**src/rtl/perm_eval_pkg.sv**
```systemverilog
// Shared types for the page permission evaluator.
// Assumes rights are carried as a 3-bit vector: read, write, execute.
package perm_eval_pkg;
    typedef logic [2:0] rights_t;
    localparam int RT_RD = 2;
    localparam int RT_WR = 1;
    localparam int RT_EX = 0;
    localparam rights_t RIGHTS_ALL  = 3'b111;
    localparam rights_t RIGHTS_RX   = 3'b101;
    localparam rights_t RIGHTS_NONE = 3'b000;

    typedef enum logic [1:0] {
        ACC_FETCH = 2'd0,
        ACC_LOAD  = 2'd1,
        ACC_STORE = 2'd2,
        ACC_ALT   = 2'd3
    } acc_e;
endpackage

```
**src/rtl/perm_code_table.sv**
```systemverilog
// Rights granted by the 3-bit protection code under a one-bit key.
// Assumes the unlisted codes grant nothing.
module perm_code_table
    import perm_eval_pkg::*;
(
    input  logic       key,
    input  logic [2:0] code,
    output rights_t    rights
);
    // Look up the rights for the code under the selected key.
    always_comb begin
        rights = RIGHTS_NONE;
        if (!key) begin
            case (code)
                3'd0, 3'd1, 3'd2: rights = RIGHTS_ALL;
                3'd3, 3'd6:       rights = RIGHTS_RX;
                default:          rights = RIGHTS_NONE;
            endcase
        end else begin
            case (code)
                3'd2:       rights = RIGHTS_ALL;
                3'd1, 3'd3: rights = RIGHTS_RX;
                default:    rights = RIGHTS_NONE;
            endcase
        end
    end
endmodule

```
**src/rtl/perm_key_mask.sv**
```systemverilog
// Rights left by the per-key authority masks.
// Each key owns a bit pair at 2*(NKEYS-1-key).
// In the data mask, the upper bit denies stores and the lower bit denies loads.
// In the fetch mask, the lower bit denies fetches.
// With HAS_AUTH_MASK = 0, all rights pass.
module perm_key_mask
    import perm_eval_pkg::*;
#(
    parameter int KEY_W = 5,
    parameter bit HAS_AUTH_MASK = 1'b1,
    localparam int NKEYS = 1 << KEY_W,
    localparam int MASK_W = 2 * NKEYS
)(
    input  logic [KEY_W-1:0]  key,
    input  logic [MASK_W-1:0] data_mask,
    input  logic [MASK_W-1:0] inst_mask,
    output rights_t           rights
);
    generate
        if (HAS_AUTH_MASK) begin : g_mask
            logic [KEY_W:0] base;
            logic [1:0]     dpair;
            logic           ideny;
            // Pick this key's bit pair and clear the rights it denies.
            always_comb begin
                base  = {~key, 1'b0};
                dpair = data_mask[base +: 2];
                ideny = inst_mask[base];
                rights        = RIGHTS_ALL;
                rights[RT_WR] = ~dpair[1];
                rights[RT_RD] = ~dpair[0];
                rights[RT_EX] = ~ideny;
            end
        end else begin : g_nomask
            logic unused_mask;
            assign unused_mask = ^{key, data_mask, inst_mask};
            assign rights = RIGHTS_ALL;
        end
    endgenerate
endmodule

```
**src/rtl/page_rights_eval.sv**
```systemverilog
// Page access permission evaluator.
// Combines the protection table, the no-execute/guarded bits and the key masks.
// Decides grant or fault, builds the fault flags and the referenced/changed
// update requests, and registers everything for a one-cycle response.
// Assumes the page-table entry has already been matched.
module page_rights_eval
    import perm_eval_pkg::*;
#(
    parameter int KEY_W = 5,
    parameter bit HAS_AUTH_MASK = 1'b1,
    localparam int MASK_W = 2 * (1 << KEY_W)
)(
    input  logic              clk,
    input  logic              rst_n,
    input  logic              req_valid,
    input  logic [1:0]        req_acc,
    input  logic              req_user,
    input  logic              seg_key_user,
    input  logic              seg_key_sup,
    input  logic [1:0]        pte_pp,
    input  logic              pte_pp0,
    input  logic              pte_noexec,
    input  logic              pte_guard,
    input  logic              pte_ref,
    input  logic              pte_chg,
    input  logic [KEY_W-1:0]  pte_key,
    input  logic [MASK_W-1:0] auth_mask,
    input  logic [MASK_W-1:0] fetch_mask,
    output logic              rsp_valid,
    output logic [2:0]        rsp_rights,
    output logic              rsp_grant,
    output logic              rsp_fault,
    output logic              flt_nxg,
    output logic              flt_prot,
    output logic              flt_store,
    output logic              flt_mask,
    output logic              upd_ref,
    output logic              upd_chg
);
    logic    sel_key;
    rights_t code_r, nxg_r, mask_r, comb_r, need, out_r;
    logic    is_fetch, is_store, deny;
    logic    n_nxg, n_prot, n_store, n_mask;

    assign sel_key = req_user ? seg_key_user : seg_key_sup;

    perm_code_table u_table (
        .key    (sel_key),
        .code   ({pte_pp0, pte_pp}),
        .rights (code_r)
    );

    perm_key_mask #(.KEY_W(KEY_W), .HAS_AUTH_MASK(HAS_AUTH_MASK)) u_mask (
        .key       (pte_key),
        .data_mask (auth_mask),
        .inst_mask (fetch_mask),
        .rights    (mask_r)
    );

    // Combine the three sources and derive the right this access needs.
    always_comb begin
        nxg_r        = RIGHTS_ALL;
        nxg_r[RT_EX] = ~(pte_noexec | pte_guard);
        comb_r       = code_r & nxg_r & mask_r;
        is_fetch     = (req_acc == ACC_FETCH);
        is_store     = (req_acc == ACC_STORE);
        need         = RIGHTS_NONE;
        if (is_fetch)      need[RT_EX] = 1'b1;
        else if (is_store) need[RT_WR] = 1'b1;
        else               need[RT_RD] = 1'b1;
        deny         = |(need & ~comb_r);
        out_r        = comb_r;
        if (!pte_chg && !is_store) out_r[RT_WR] = 1'b0;
    end

    // Build the fault status flags for a denied fetch or data access.
    always_comb begin
        n_nxg   = 1'b0;
        n_prot  = 1'b0;
        n_store = 1'b0;
        n_mask  = 1'b0;
        if (deny && is_fetch) begin
            n_nxg  = ~nxg_r[RT_EX];
            n_prot = nxg_r[RT_EX] & ~code_r[RT_EX];
            n_mask = ~mask_r[RT_EX];
        end else if (deny) begin
            n_prot  = |(need & ~code_r);
            n_mask  = |(need & ~mask_r);
            n_store = is_store;
        end
    end

    // Register the response; outputs are zero when no request was present.
    always_ff @(posedge clk) begin
        if (!rst_n || !req_valid) begin
            rsp_valid  <= 1'b0;
            rsp_rights <= RIGHTS_NONE;
            rsp_grant  <= 1'b0;
            rsp_fault  <= 1'b0;
            flt_nxg    <= 1'b0;
            flt_prot   <= 1'b0;
            flt_store  <= 1'b0;
            flt_mask   <= 1'b0;
            upd_ref    <= 1'b0;
            upd_chg    <= 1'b0;
        end else begin
            rsp_valid  <= 1'b1;
            rsp_rights <= out_r;
            rsp_grant  <= ~deny;
            rsp_fault  <= deny;
            flt_nxg    <= n_nxg;
            flt_prot   <= n_prot;
            flt_store  <= n_store;
            flt_mask   <= n_mask;
            upd_ref    <= ~deny & ~pte_ref;
            upd_chg    <= ~deny & is_store & ~pte_chg;
        end
    end
endmodule

```
**config.mk**
```make
export PLATFORM = sky130hd
export DESIGN_NAME = page_rights_eval
export DESIGN_NICKNAME = d
export VERILOG_FILES = /design/src/rtl/perm_eval_pkg.sv /design/src/rtl/perm_code_table.sv /design/src/rtl/perm_key_mask.sv /design/src/rtl/page_rights_eval.sv
export SDC_FILE = /design/constraint.sdc
export NUM_CORES = 1
export LEC_CHECK = 0
export BUFFER_PORTS_ARGS = -buffer_cell sky130_fd_sc_hd__buf_2
export CELL_PAD_IN_SITES_DETAIL_PLACEMENT = 2
export CELL_PAD_IN_SITES_GLOBAL_PLACEMENT = 2
export CORE_AREA = 2 2 108 84
export CTS_CLUSTER_SIZE = 25
export DETAILED_ROUTE_END_ITERATION = 10
export DIE_AREA = 0 0 110 86
export GPL_ROUTABILITY_DRIVEN = 0
export PLACE_DENSITY_LB_ADDON = 0.1
export SLEW_MARGIN = 20
export SYNTH_ARGS = -nofsm -noshare
export SYNTH_HDL_FRONTEND = slang
export SYNTH_SLANG_ARGS = --single-unit
```
**constraint.sdc**
```tcl
create_clock -name clk -period 5 [get_ports clk]
set_clock_uncertainty 0.05 [all_clocks]
set_input_delay 0.25 -clock clk [delete_from_list [all_inputs] [get_ports clk]]
set_output_delay 0.25 -clock clk [all_outputs]
set_load 0.005 [all_outputs]
```
==> summary.txt <==
Final hold vios: 0
Core ar.: 8309 sq um
DRC: 0
IO Port Bufs: 127
Worst Setup Slack, final: 2.221 ns
H-tree levels: 1
Initial core utilization: 16.90%
Pwr dens: 164.0 nW/um^2
CTS sink count: 12
Syn Area/Cell: 8.942 sq um
GRT Util Overall: 13.05%
Syn nets: 305
Layout net count: 428
Largest register FFs: 3
CTS Buffer Depth: 2
Grt total ovfl: 0
Max Freq: 0.3598 GHz
Flops & latches, synth: 12
I/O pins: 160
Tcrit/Tclk final: 55.58%
Hold-fix buffers, CTS: 0
WS Path Type: in2reg
Setup TNS: 0 ns
Cell Chain, Critical Path: buf_2, buf_4, mux2i_1, a22oi_1, a21oi_1, nor4_2, nor4_1, o21a_1, and4b_1
Clock slew at reported path FFs: 0.06 ns
Post-synthesis sequential area ratio: 17.11%
CP required: 5.13 ns
Antenna-violating nets left: 0
Drt wl/cell: 16.18 um
Routed wire length: 6260 um
Mapped Area: 1404 sq um
Top Family by Delay on Critical Path: buffers and inverters
Final core occ: 25.54%
Final Cell Area: 2122 sq um
Post_cts resized: 0
Largest net degree at the start of global routing: 34
Lkg Pwr: 1.121 nW
Hold/Removal Path Class: in2reg
Vias: 1704
Crit end category: flip-flop
Fin crit period: 2.779 ns
Asr flop ratio synth: 0%
TritonCTS Buffers: 3
Die Footprint: 9460 sq um
Vias in the first global route: 1849
Crit path largest cell delay: 0.72 ns
WP buf/inv: 2
Slowest CP cell: buf_2
Max Slew Vio Count: 0
Vias per cell: 4.403
Crit path max fanout: 33
Max cap viols: 0
Die Height: 86 um
Clock root cell: clkbuf_8
Placed Area: 2067 sq um
Yosys warning total: 0
Worst slew margin: 29.35%
CP Data Arrival Time: 2.91 ns
Share of cells above drive strength 1: 50.54%
DR pass1 iterations: 4
Detailed-placement wirelength estimate: 5376 um
Worst Setup Start Kind: input pin
Post-CTS setup buffer count: 0
Area grow syn2layout: 51.16%
Final setup vio count: 0
Initial DRC Count: 27
Die X: 110 um
Rows: 29
Netlist cell types: 31
Number of synthesized flops with an enable pin: 0
First-pass GRT wire length: 9542 um
Post-Synthesis Cells: 157
Ys flop type: dfxtp_1
Run status: finished, final reports clean
Diode count: 0
Maximum vdd drop: 0.08476 mV
Most flops, register: rsp_rights
Pre-CTS setup slack: 1.879 ns
CTS tree: done
Least-Margin Pin Slew: 1.056 ns
Initial antenna violation count: 0
RSZ-0062 raised after global routing: no
-- routing by layer --
metal  up-vias  share of wire, %  GRT usage, %
li1        854                 -             -
met2        71                44         21.64
met5         -                 0             0
met3         2               9.5         3.571
met1       777                46         17.52
met4         0              0.16         1.036
-- layout by cell type (no fill, tap or decap), drive strengths merged, types with 3 or more instances in the layout --
master	Yosys	final
o21ai	5	5
a21oi	15	15
a22oi	24	24
nor2	9	9
nor3	3	3
dfxtp	12	12
mux2i	48	48
nand2	5	5
nor2b	3	3
clkbuf	2	4
inv	3	3
buf	8	128
-- synthesized netlist by cell type, types with 3 or more instances --
| library cell | count | area, sq um |
|---|---|---|
| buf_12 | 3 | 60.06 |
| o21ai_0 | 5 | 25.02 |
| buf_2 | 3 | 15.01 |
| inv_1 | 3 | 11.26 |
| mux2i_1 | 48 | 480.5 |
| dfxtp_1 | 12 | 240.2 |
| nor3_1 | 3 | 15.01 |
| nor2_1 | 9 | 33.78 |
| nand2_1 | 5 | 18.77 |
| a21oi_1 | 14 | 70.07 |
| a22oi_1 | 22 | 165.2 |
| nor2b_1 | 3 | 18.77 |
-- power breakdown --
group / leakage [nW] / switching, W / internal, W
Combinational: 0.995 / 0.0000686 / 0.0000723
Sequential: 0.0979 / 0.000000830 / 0.0000991
Clock: 0.0288 / 0.0000375 / 0.0000696
Total: 1.12 / 0.000107 / 0.000241
-- final timing paths --
check / startpoint / to / cells after the start / slack [ns]
worst max-delay path: pte_key[1] / upd_ref / 9 / 2.22
worst min-delay path: pte_chg / upd_chg / 2 / 0.14
-- logic make-up (layout without fill, tap and decap cells) --
kind of cell | after synthesis | after routing | synth area share (%)
compound gates | 50 | 50 | 25.67
simple gates | 32 | 32 | 12.39
buf+inv | 13 | 135 | 9.001
flops | 12 | 12 | 17.11
mux | 50 | 50 | 35.83
-- through the flow --
stage	std cells	power, W	hold slack (ns)
4_1_cts	387	0.0003555	0.1350
2_1_floorplan	157	0.0001824	0.2782
5_1_grt	387	0.0003768	0.1302
6_report	387	0.0003480	0.1387
3_3_place_gp	383	0.0002435	0.3973
3_5_place_dp	383	0.0002464	0.3938
-- layout make-up --
cell class,count,area [sq um]
repair buffers,128,643.1
clock buffers,4,55.05
fillers,1003,6187
flip-flops and latches,12,240.2
well taps,108,135.1
inverters,3,11.26
multi-input cells,132,1037
No activity file was read; power rests on OpenSTA's default activity.
